--- src/rtl/rxsync_pkg.sv ---
package rxsync_pkg;
  // Strobes passed from the sequencing control to the datapath each cycle.
  typedef struct packed {
    logic shiftEn;   // sample serialIn into the shift register
    logic complete;  // this edge samples the last bit of a word
    logic setErr;    // an unexpected frame-sync was seen
  } rxStrobes_t;
endpackage

--- src/rtl/rx_ctrl.sv ---
module rx_ctrl
  import rxsync_pkg::*;
#(
  parameter int WORD_LEN = 8
) (
  input  logic       rxClk,
  input  logic       rstN,
  input  logic       frameSync,
  input  logic [1:0] dlySel,
  output rxStrobes_t ctl
);
  localparam int CNT_W = $clog2(WORD_LEN + 1);
  localparam int REM_W = CNT_W + 1;

  // actRem: bits still to sample for the word in progress, counted from this edge.
  logic [CNT_W-1:0] actRem;
  // pendValid/pendCnt: a started frame still in its delay phase;
  // its first bit is sampled at the edge where pendCnt is 0.
  logic             pendValid;
  logic             pendCnt;
  logic [1:0]       effDelay;
  logic [REM_W-1:0] remCycles;
  logic             badSync;
  logic             firstPend;
  logic             startNow;

  always_comb begin
    effDelay  = (dlySel == 2'd3) ? 2'd2 : dlySel;
    // Edges from now up to and including the last bit of the newest frame.
    remCycles = pendValid ? (REM_W'(pendCnt) + REM_W'(WORD_LEN)) : REM_W'(actRem);
    badSync   = frameSync && (remCycles > REM_W'(effDelay));
    firstPend = pendValid && !pendCnt && !badSync;
    startNow  = frameSync && (effDelay == 2'd0);
    ctl.shiftEn  = ((actRem != '0) && !badSync) || firstPend || startNow;
    ctl.complete = (actRem == CNT_W'(1)) && !badSync;
    ctl.setErr   = badSync;
  end

  always_ff @(posedge rxClk or negedge rstN) begin
    if (!rstN) begin
      actRem    <= '0;
      pendValid <= 1'b0;
      pendCnt   <= 1'b0;
    end else begin
      if (badSync) begin
        actRem    <= '0;
        pendValid <= 1'b0;
      end else begin
        if (actRem != '0) actRem <= actRem - CNT_W'(1);
        if (pendValid) begin
          if (!pendCnt) begin
            pendValid <= 1'b0;
            actRem    <= CNT_W'(WORD_LEN - 1);
          end else begin
            pendCnt <= 1'b0;
          end
        end
      end
      if (frameSync) begin
        if (effDelay == 2'd0) begin
          actRem <= CNT_W'(WORD_LEN - 1);
        end else begin
          pendValid <= 1'b1;
          pendCnt   <= (effDelay == 2'd2);
        end
      end
    end
  end

  AST_IDLE_SYNC_OK: assert property (@(posedge rxClk) disable iff (!rstN)
    (frameSync && actRem == '0 && !pendValid) |-> !ctl.setErr);
  AST_ABORT_NO_DELIVER: assert property (@(posedge rxClk) disable iff (!rstN)
    ctl.setErr |-> !ctl.complete);
  AST_NO_OVERLAP_START: assert property (@(posedge rxClk) disable iff (!rstN)
    (pendValid && !pendCnt) |-> (actRem == '0));
endmodule

--- src/rtl/rx_dpath.sv ---
module rx_dpath
  import rxsync_pkg::*;
#(
  parameter int WORD_LEN = 8
) (
  input  logic                rxClk,
  input  logic                rstN,
  input  logic                serialIn,
  input  logic                readStrobe,
  input  logic                errClear,
  input  rxStrobes_t          ctl,
  output logic [WORD_LEN-1:0] rxData,
  output logic                rxReady,
  output logic                syncErr
);
  logic [WORD_LEN-1:0] shiftReg;
  logic [WORD_LEN-1:0] shifted;

  // MSB first: older bits move toward the top.
  assign shifted = {shiftReg[WORD_LEN-2:0], serialIn};

  always_ff @(posedge rxClk or negedge rstN) begin
    if (!rstN) begin
      shiftReg <= '0;
      rxData   <= '0;
      rxReady  <= 1'b0;
      syncErr  <= 1'b0;
    end else begin
      if (ctl.shiftEn) shiftReg <= shifted;
      if (ctl.complete) begin
        rxData  <= shifted;
        rxReady <= 1'b1;
      end else if (readStrobe) begin
        rxReady <= 1'b0;
      end
      if (ctl.setErr)    syncErr <= 1'b1;
      else if (errClear) syncErr <= 1'b0;
    end
  end

  AST_COMPLETE_SHIFTS: assert property (@(posedge rxClk) disable iff (!rstN)
    ctl.complete |-> ctl.shiftEn);
  AST_COMPLETE_READY: assert property (@(posedge rxClk) disable iff (!rstN)
    ctl.complete |=> rxReady);
  AST_READ_CLEARS: assert property (@(posedge rxClk) disable iff (!rstN)
    (readStrobe && !ctl.complete) |=> !rxReady);
  AST_ERR_SETS: assert property (@(posedge rxClk) disable iff (!rstN)
    ctl.setErr |=> syncErr);
  AST_ERR_STICKY: assert property (@(posedge rxClk) disable iff (!rstN)
    (syncErr && !errClear) |=> syncErr);
  AST_DATA_HOLD: assert property (@(posedge rxClk) disable iff (!rstN)
    !ctl.complete |=> $stable(rxData));
endmodule

--- src/rtl/rx_sync_receiver.sv ---
module rx_sync_receiver
  import rxsync_pkg::*;
#(
  parameter int WORD_LEN = 8
) (
  input  logic                rxClk,
  input  logic                rstN,
  input  logic                frameSync,
  input  logic                serialIn,
  input  logic [1:0]          dlySel,
  input  logic                readStrobe,
  input  logic                errClear,
  output logic [WORD_LEN-1:0] rxData,
  output logic                rxReady,
  output logic                syncErr
);
  initial begin
    assert (WORD_LEN >= 2) else $error("WORD_LEN must be at least 2");
  end

  rxStrobes_t ctl;

  rx_ctrl #(.WORD_LEN(WORD_LEN)) u_ctrl (
    .rxClk     (rxClk),
    .rstN      (rstN),
    .frameSync (frameSync),
    .dlySel    (dlySel),
    .ctl       (ctl)
  );

  rx_dpath #(.WORD_LEN(WORD_LEN)) u_dpath (
    .rxClk      (rxClk),
    .rstN       (rstN),
    .serialIn   (serialIn),
    .readStrobe (readStrobe),
    .errClear   (errClear),
    .ctl        (ctl),
    .rxData     (rxData),
    .rxReady    (rxReady),
    .syncErr    (syncErr)
  );
endmodule

--- config.mk ---
export PLATFORM = sky130hd
export DESIGN_NAME = rx_sync_receiver
export DESIGN_NICKNAME = d
export VERILOG_FILES = /design/src/rtl/rxsync_pkg.sv /design/src/rtl/rx_ctrl.sv /design/src/rtl/rx_dpath.sv /design/src/rtl/rx_sync_receiver.sv
export SDC_FILE = /design/constraint.sdc
export NUM_CORES = 1
export LEC_CHECK = 0
export BUFFER_PORTS_ARGS = -buffer_cell sky130_fd_sc_hd__buf_2
export CAP_MARGIN = 25
export CELL_PAD_IN_SITES_DETAIL_PLACEMENT = 1
export CELL_PAD_IN_SITES_GLOBAL_PLACEMENT = 1
export CORE_MARGIN = 8
export CORE_UTILIZATION = 45
export DETAILED_ROUTE_END_ITERATION = 10
export PLACE_DENSITY = 0.85
export SKIP_CTS_REPAIR_TIMING = 1
export SYNTH_ARGS = -nofsm -noshare
export SYNTH_HDL_FRONTEND = slang
export SYNTH_SLANG_ARGS = --single-unit
--- constraint.sdc ---
create_clock -name rxClk -period 5 [get_ports rxClk]
set_clock_uncertainty 0.1 [all_clocks]
set_input_delay 0.25 -clock rxClk [delete_from_list [all_inputs] [get_ports rxClk]]
set_output_delay 0.25 -clock rxClk [all_outputs]
set_load 0.02 [all_outputs]
# After elaboration in Yosys (flattened, before gate mapping)
# Cells that the tools add are included.
[totals]
input_bits = 8
output_inout_bits = 10
wordCells = 48
ff_bits = 23
[op_classes]
n_addsub = 2
magnitude_cmp = 1
muxes = 21
eq_ne = 3
reduce_logical = 14
[ops]
columns = ["operator", "count"]
rows = [
  ["4-bit two-way mux", 6],
  ["1-bit two-way mux", 13],
  ["1-bit logical AND", 6],
  ["1-bit by 4-bit adder with 5-bit output, second input constant", 1],
  ["5-bit by 2-bit greater-than comparator with 1-bit output", 1],
  ["5-bit two-way mux", 1],
  ["2-bit equality test, second input constant", 2],
  ["4-bit by 1-bit equality test with 1-bit output, second input constant", 1],
  ["2-bit nonzero test", 2],
  ["4-bit nonzero test", 1],
  ["4-bit by 1-bit subtractor with 4-bit output, second input constant", 1],
  ["1-bit logical NOT", 2],
  ["2-bit logical NOT", 1],
  ["1-bit logical OR", 2],
  ["2-bit two-way mux", 1],
]

# Longest topological paths before layout
[depth]
word_depth = 8
ltp_mapped = 8

# Hierarchy
# From an unflattened synthesis, not the netlist that was laid out.
[unflattened]
cells_unflattened = 89
area_unflattened_um2 = 1136.1
[by_module_without_submodules]
columns = ["module", "area_each_um2", "seq_area_each_um2", "cells_each", "n_inst"]
rows = [
  ["rx_dpath", 696.9, 425.4, 38, 1],
  ["rx_ctrl", 439.2, 150.1, 51, 1],
]

# Least setup slack after synthesis
# No wires, ideal clock.
[synth_timing]
path_type = "register -> register"
startpoint = "register u_ctrl.actRem[1]"
endpoint = "register u_dpath.rxData[0]"
synth_period_minus_slack_ps = 2069
path_stages_with_launch = 9
path_slack_ps = 2931
t_arrival_ps = 1844
required_ps = 4775
cell_sequence = "dfrtp_1 -> inv_1 -> nor2_1 -> ha_1 -> nor2b_1 -> o211ai_2 -> and3_1 -> buf_2 -> mux2_2"
[synth_between]
elab_chain_cells = 5
[synth_rtl]
columns = ["element", "line_no", "rtl"]
rows = [
  ["from (decl)", "rx_ctrl.sv:16", "logic [CNT_W-1:0] actRem;"],
  ["from (signal assigned)", "rx_ctrl.sv:49", "if (actRem != '0) actRem <= actRem - CNT_W'(1);"],
  ["from (signal assigned)", "rx_ctrl.sv:53", "actRem <= CNT_W'(WORD_LEN - 1);"],
  ["from (signal assigned)", "rx_ctrl.sv:61", "actRem <= CNT_W'(WORD_LEN - 1);"],
  ["5-bit two-way mux", "rx_ctrl.sv:30", "remCycles = pendValid ? (REM_W'(pendCnt) + REM_W'(WORD_LEN)) : REM_W'(actRem);"],
  ["5-bit by 2-bit greater-than comparator with 1-bit output", "rx_ctrl.sv:31", "badSync = frameSync && (remCycles > REM_W'(effDelay));"],
  ["1-bit logical AND", "rx_ctrl.sv:31", ""],
  ["1-bit logical NOT", "rx_ctrl.sv:35", "ctl.complete = (actRem == CNT_W'(1)) && !badSync;"],
  ["1-bit logical AND *", "rx_ctrl.sv:35", ""],
  ["to (signal assigned)", "rx_dpath.sv:31", "rxData <= shifted;"],
  ["to (decl)", "rx_dpath.sv:12", "output logic [WORD_LEN-1:0] rxData,"],
]
# Every way passes the cells marked *; elsewhere a longest branch is shown, timed or not.
# A chain may end at the register's enable or synchronous reset.

# Worst setup path in the final report
[layout_timing]
startpoint = "register u_ctrl.actRem[1]"
endpoint = "register u_dpath.rxData[7]"
# The elaborated chain is that of the path after synthesis.

==> impl_metrics.toml <==
[outcome]
outcome = "complete, no violations"

[die]
die_x_um = 65.4
die_area_um2 = 4270
initial_utilization_pct = 45.9
fp-row-count = 18
coreArea_um2 = 2390
num_io_pins = 18
die_y_um = 65.4

[finish]
nets = 120
multiInputGateArea_um2 = 495
fillers = 275
seq_area_um2 = 576
final_cell_area_um2 = 1250
diodes = 0
final_layout_size_suffix_gt1_share_pct = 38.3
layout_common_cells = "23 x dfrtp_1, 17 x buf_2, 15 x mux2_2, 7 x nor2_1"
final_common_cell = "dfrtp_1"
syn2layout_area_growth_pct = 13.7
fin_util_pct = 52.2

[critical_path]
cp.arrival_ps = 2460
path_max_fanout = 9
path_cells = "inv_1 -> nor2_1 -> ha_1 -> nor2b_1 -> o211ai_2 -> and3_1 -> mux2_2"
r2r_end = "u_dpath.rxData[7]"
start_kind = "register"
max_stage_delay_ps = 470
end_kind = "register"
ff2ff_setup_slack_ps = 2660
crit_slowest_cell = "and3_1"
cp.required_ps = 5120
endpoint = "u_dpath.rxData[7]"
startpoint = "u_ctrl.actRem[1]"
rr_startpoint = "u_ctrl.actRem[1]"
r2r.worst_path.cells = 7
worstSetupPathType = "reg -> reg"

[grt]
grt_max_degree = 24
grtUsageTotal_pct = 10.9
grt_antenna_before_repair = 0
grt_pass1_wl_um = 3580
grt_pass1_vias = 820
overflow = 0

[clock_tree]
cts_tree = "done"
cts_root_buf = "clkbuf_4"
htreeDepth = 1
cts_buffers = 3
clkLatencyLatePin_ps = 320
clk_path_buf_depth = 2
clock_sinks = 23
clk_pin_slew_ps = 130

[synthesis]
synth_seq_cells = 23
synth_top_area_cell = "dfrtp_1"
synth_top_family_by_area = "multiplexers"
syn_area_um2 = 1100
synth_area_per_cell_um2 = 12.6
synth_ff_type = "dfrtp_1"
synth_xor_area_share_pct = 1.60
synth_compound_area_share_pct = 9.93
netlist_instances = 87
synthArstFlopShare_pct = 100
synth-adder-area-share_pct = 4.57
netlist_top_cells_area = "dfrtp_1 53%, mux2_2 15%, ha_1 4.6%, mux2i_1 2.7%, a32oi_4 2.5%"
yosys_warnings = 0
syn-num-nets = 99
ys_types = 26
synth.top_cell.area_share_pct = 52.5
muxShareOfSynthArea_pct = 18.2
synthSimpleGateAreaFrac_pct = 11.0
synth_edf_count = 0
yosysSeqAreaShare_pct = 52.5

[timing]
max_freq_mhz = 427
finalSetupViolations = 0
hold_viol = 0
slew_viol_final = 0
period_share_pct = 46.8
setup-tns-final_ps = 0
worstMarginPinSlew_ps = 499
rsz0062_at_grt = "no"
relSlewSlack_pct = 66.8
min_period_ps = 2340

[power]
power_switching_w = 0.000304
p_comb_share_pct = 46.4
p_leak_nw = 0.587
swShare_pct = 38.9
pwr_density_cell_nw_per_um2 = 626
pwr-share-clk_pct = 11.0
peakVddDrop_uv = 346
p_int_w = 0.000477
seq_power_share_pct = 42.7

[detailed_routing]
remaining_drc_errors = 0
vias = 726
drtAntennaViolNets = 0
drt_iter0_markers = 14
wl_per_cell_um = 15.6
drtPass1Iterations = 4
wl_um = 2140
routed_via_density = 5.30

[placed_design]
portBuffers = 17
place_hpwl_um = 1700
globalplace.congestion = 0.760
place_area_um2 = 1210

[job]
cap_viol_max_count = 0

[min_path]
worstHoldPathType = "in -> reg"
-- area by class of cell --
cell class	instances	share of cell area, %
multi-input cells	58	39.8
clock buffers	3	1.81
well taps	30	3.01
clock inverters	1	0.402
inverters	4	1.20
repair buffers	18	7.63
flip-flops and latches	23	46.2
-- sequential cells by signal, indices dropped and copies added (netlist names) --
signal / count
u_dpath.rxData: 8
u_dpath.shiftReg: 7
u_ctrl.actRem: 4
u_ctrl.pendCnt: 1
u_ctrl.pendValid: 1
u_dpath.rxReady: 1
u_dpath.syncErr: 1
-- metal layers --
layer	routed length, um	up-vias	part of all wire (%)	track usage, %
li1	-	346	-	-
met5	0	-	0	0
met2	1210	8	57	20.8
met1	834	368	39	10.6
met4	45	0	2.1	7.36
met3	44	4	2.1	1.53
-- kinds of logic (layout without fill, tap and decap cells) --
family	Yosys count	count (layout)
buffers and inverters	6	26
flip-flops	23	23
AO/OA/AOI/OAI	12	12
XOR/XNOR	2	2
multiplexers	18	18
adder cells (fa/ha/maj)	4	4
AND/OR/NAND/NOR	22	22
-- synthesized netlist by cell type (all sizes together), types with 2 or more instances --
| library cell | n |
|---|---|
| buf | 2 |
| dfrtp | 23 |
| ha | 4 |
| inv | 4 |
| mux2 | 15 |
| mux2i | 3 |
| nand2 | 5 |
| nand2b | 2 |
| nand3 | 2 |
| nor2 | 7 |
| nor2b | 2 |
| o21ai | 5 |
-- worst min path at each step --
stage | startpoint | end | slack [ps] | cells past startpoint
5_1_grt | readStrobe | u_dpath.rxReady | 90 | 3
6_report | readStrobe | u_dpath.rxReady | 90 | 3
3_5_place_dp | rstN | u_dpath.rxData[0] | 160 | 1
2_1_floorplan | rstN | u_ctrl.actRem[0] | -150 | 0
3_3_place_gp | rstN | u_dpath.rxReady | 140 | 1
4_1_cts | rstN | u_ctrl.actRem[2] | -210 | 1
-- metrics by stage --
stage / total power [W] / worst slack (ps) / hold slack (ps) / std cells
after global placement: 0.000680 / 2770 / 142 / 132
after detailed placement: 0.000707 / 2660 / 157 / 132
after CTS: 0.000794 / 2650 / -207 / 136
final: 0.000780 / 2660 / 89.6 / 137
after global routing: 0.000834 / 2500 / 90.6 / 137
after floorplan: 0.000596 / 2930 / -146 / 87
-- power by group through the flow --
stage	Sequential [W]	Combinational (W)	Clock [W]
after floorplan	0.000373	0.000224	0
after global placement	0.000332	0.000348	0
after detailed placement	0.000339	0.000368	0
after CTS	0.000334	0.000370	0.0000905
after global routing	0.000346	0.000396	0.0000927
final	0.000333	0.000362	0.0000856
-- critical path, delay by kind of cell, from the launching register on --
kind / cells / cell delay, ps
AO/OA/AOI/OAI: 1 / 250
adder cells (fa/ha/maj): 1 / 300
buffers and inverters: 1 / 120
flip-flops: 1 / 410
multiplexers: 1 / 390
AND/OR/NAND/NOR: 3 / 690
Note: power is estimated with default switching activity, not from simulation.
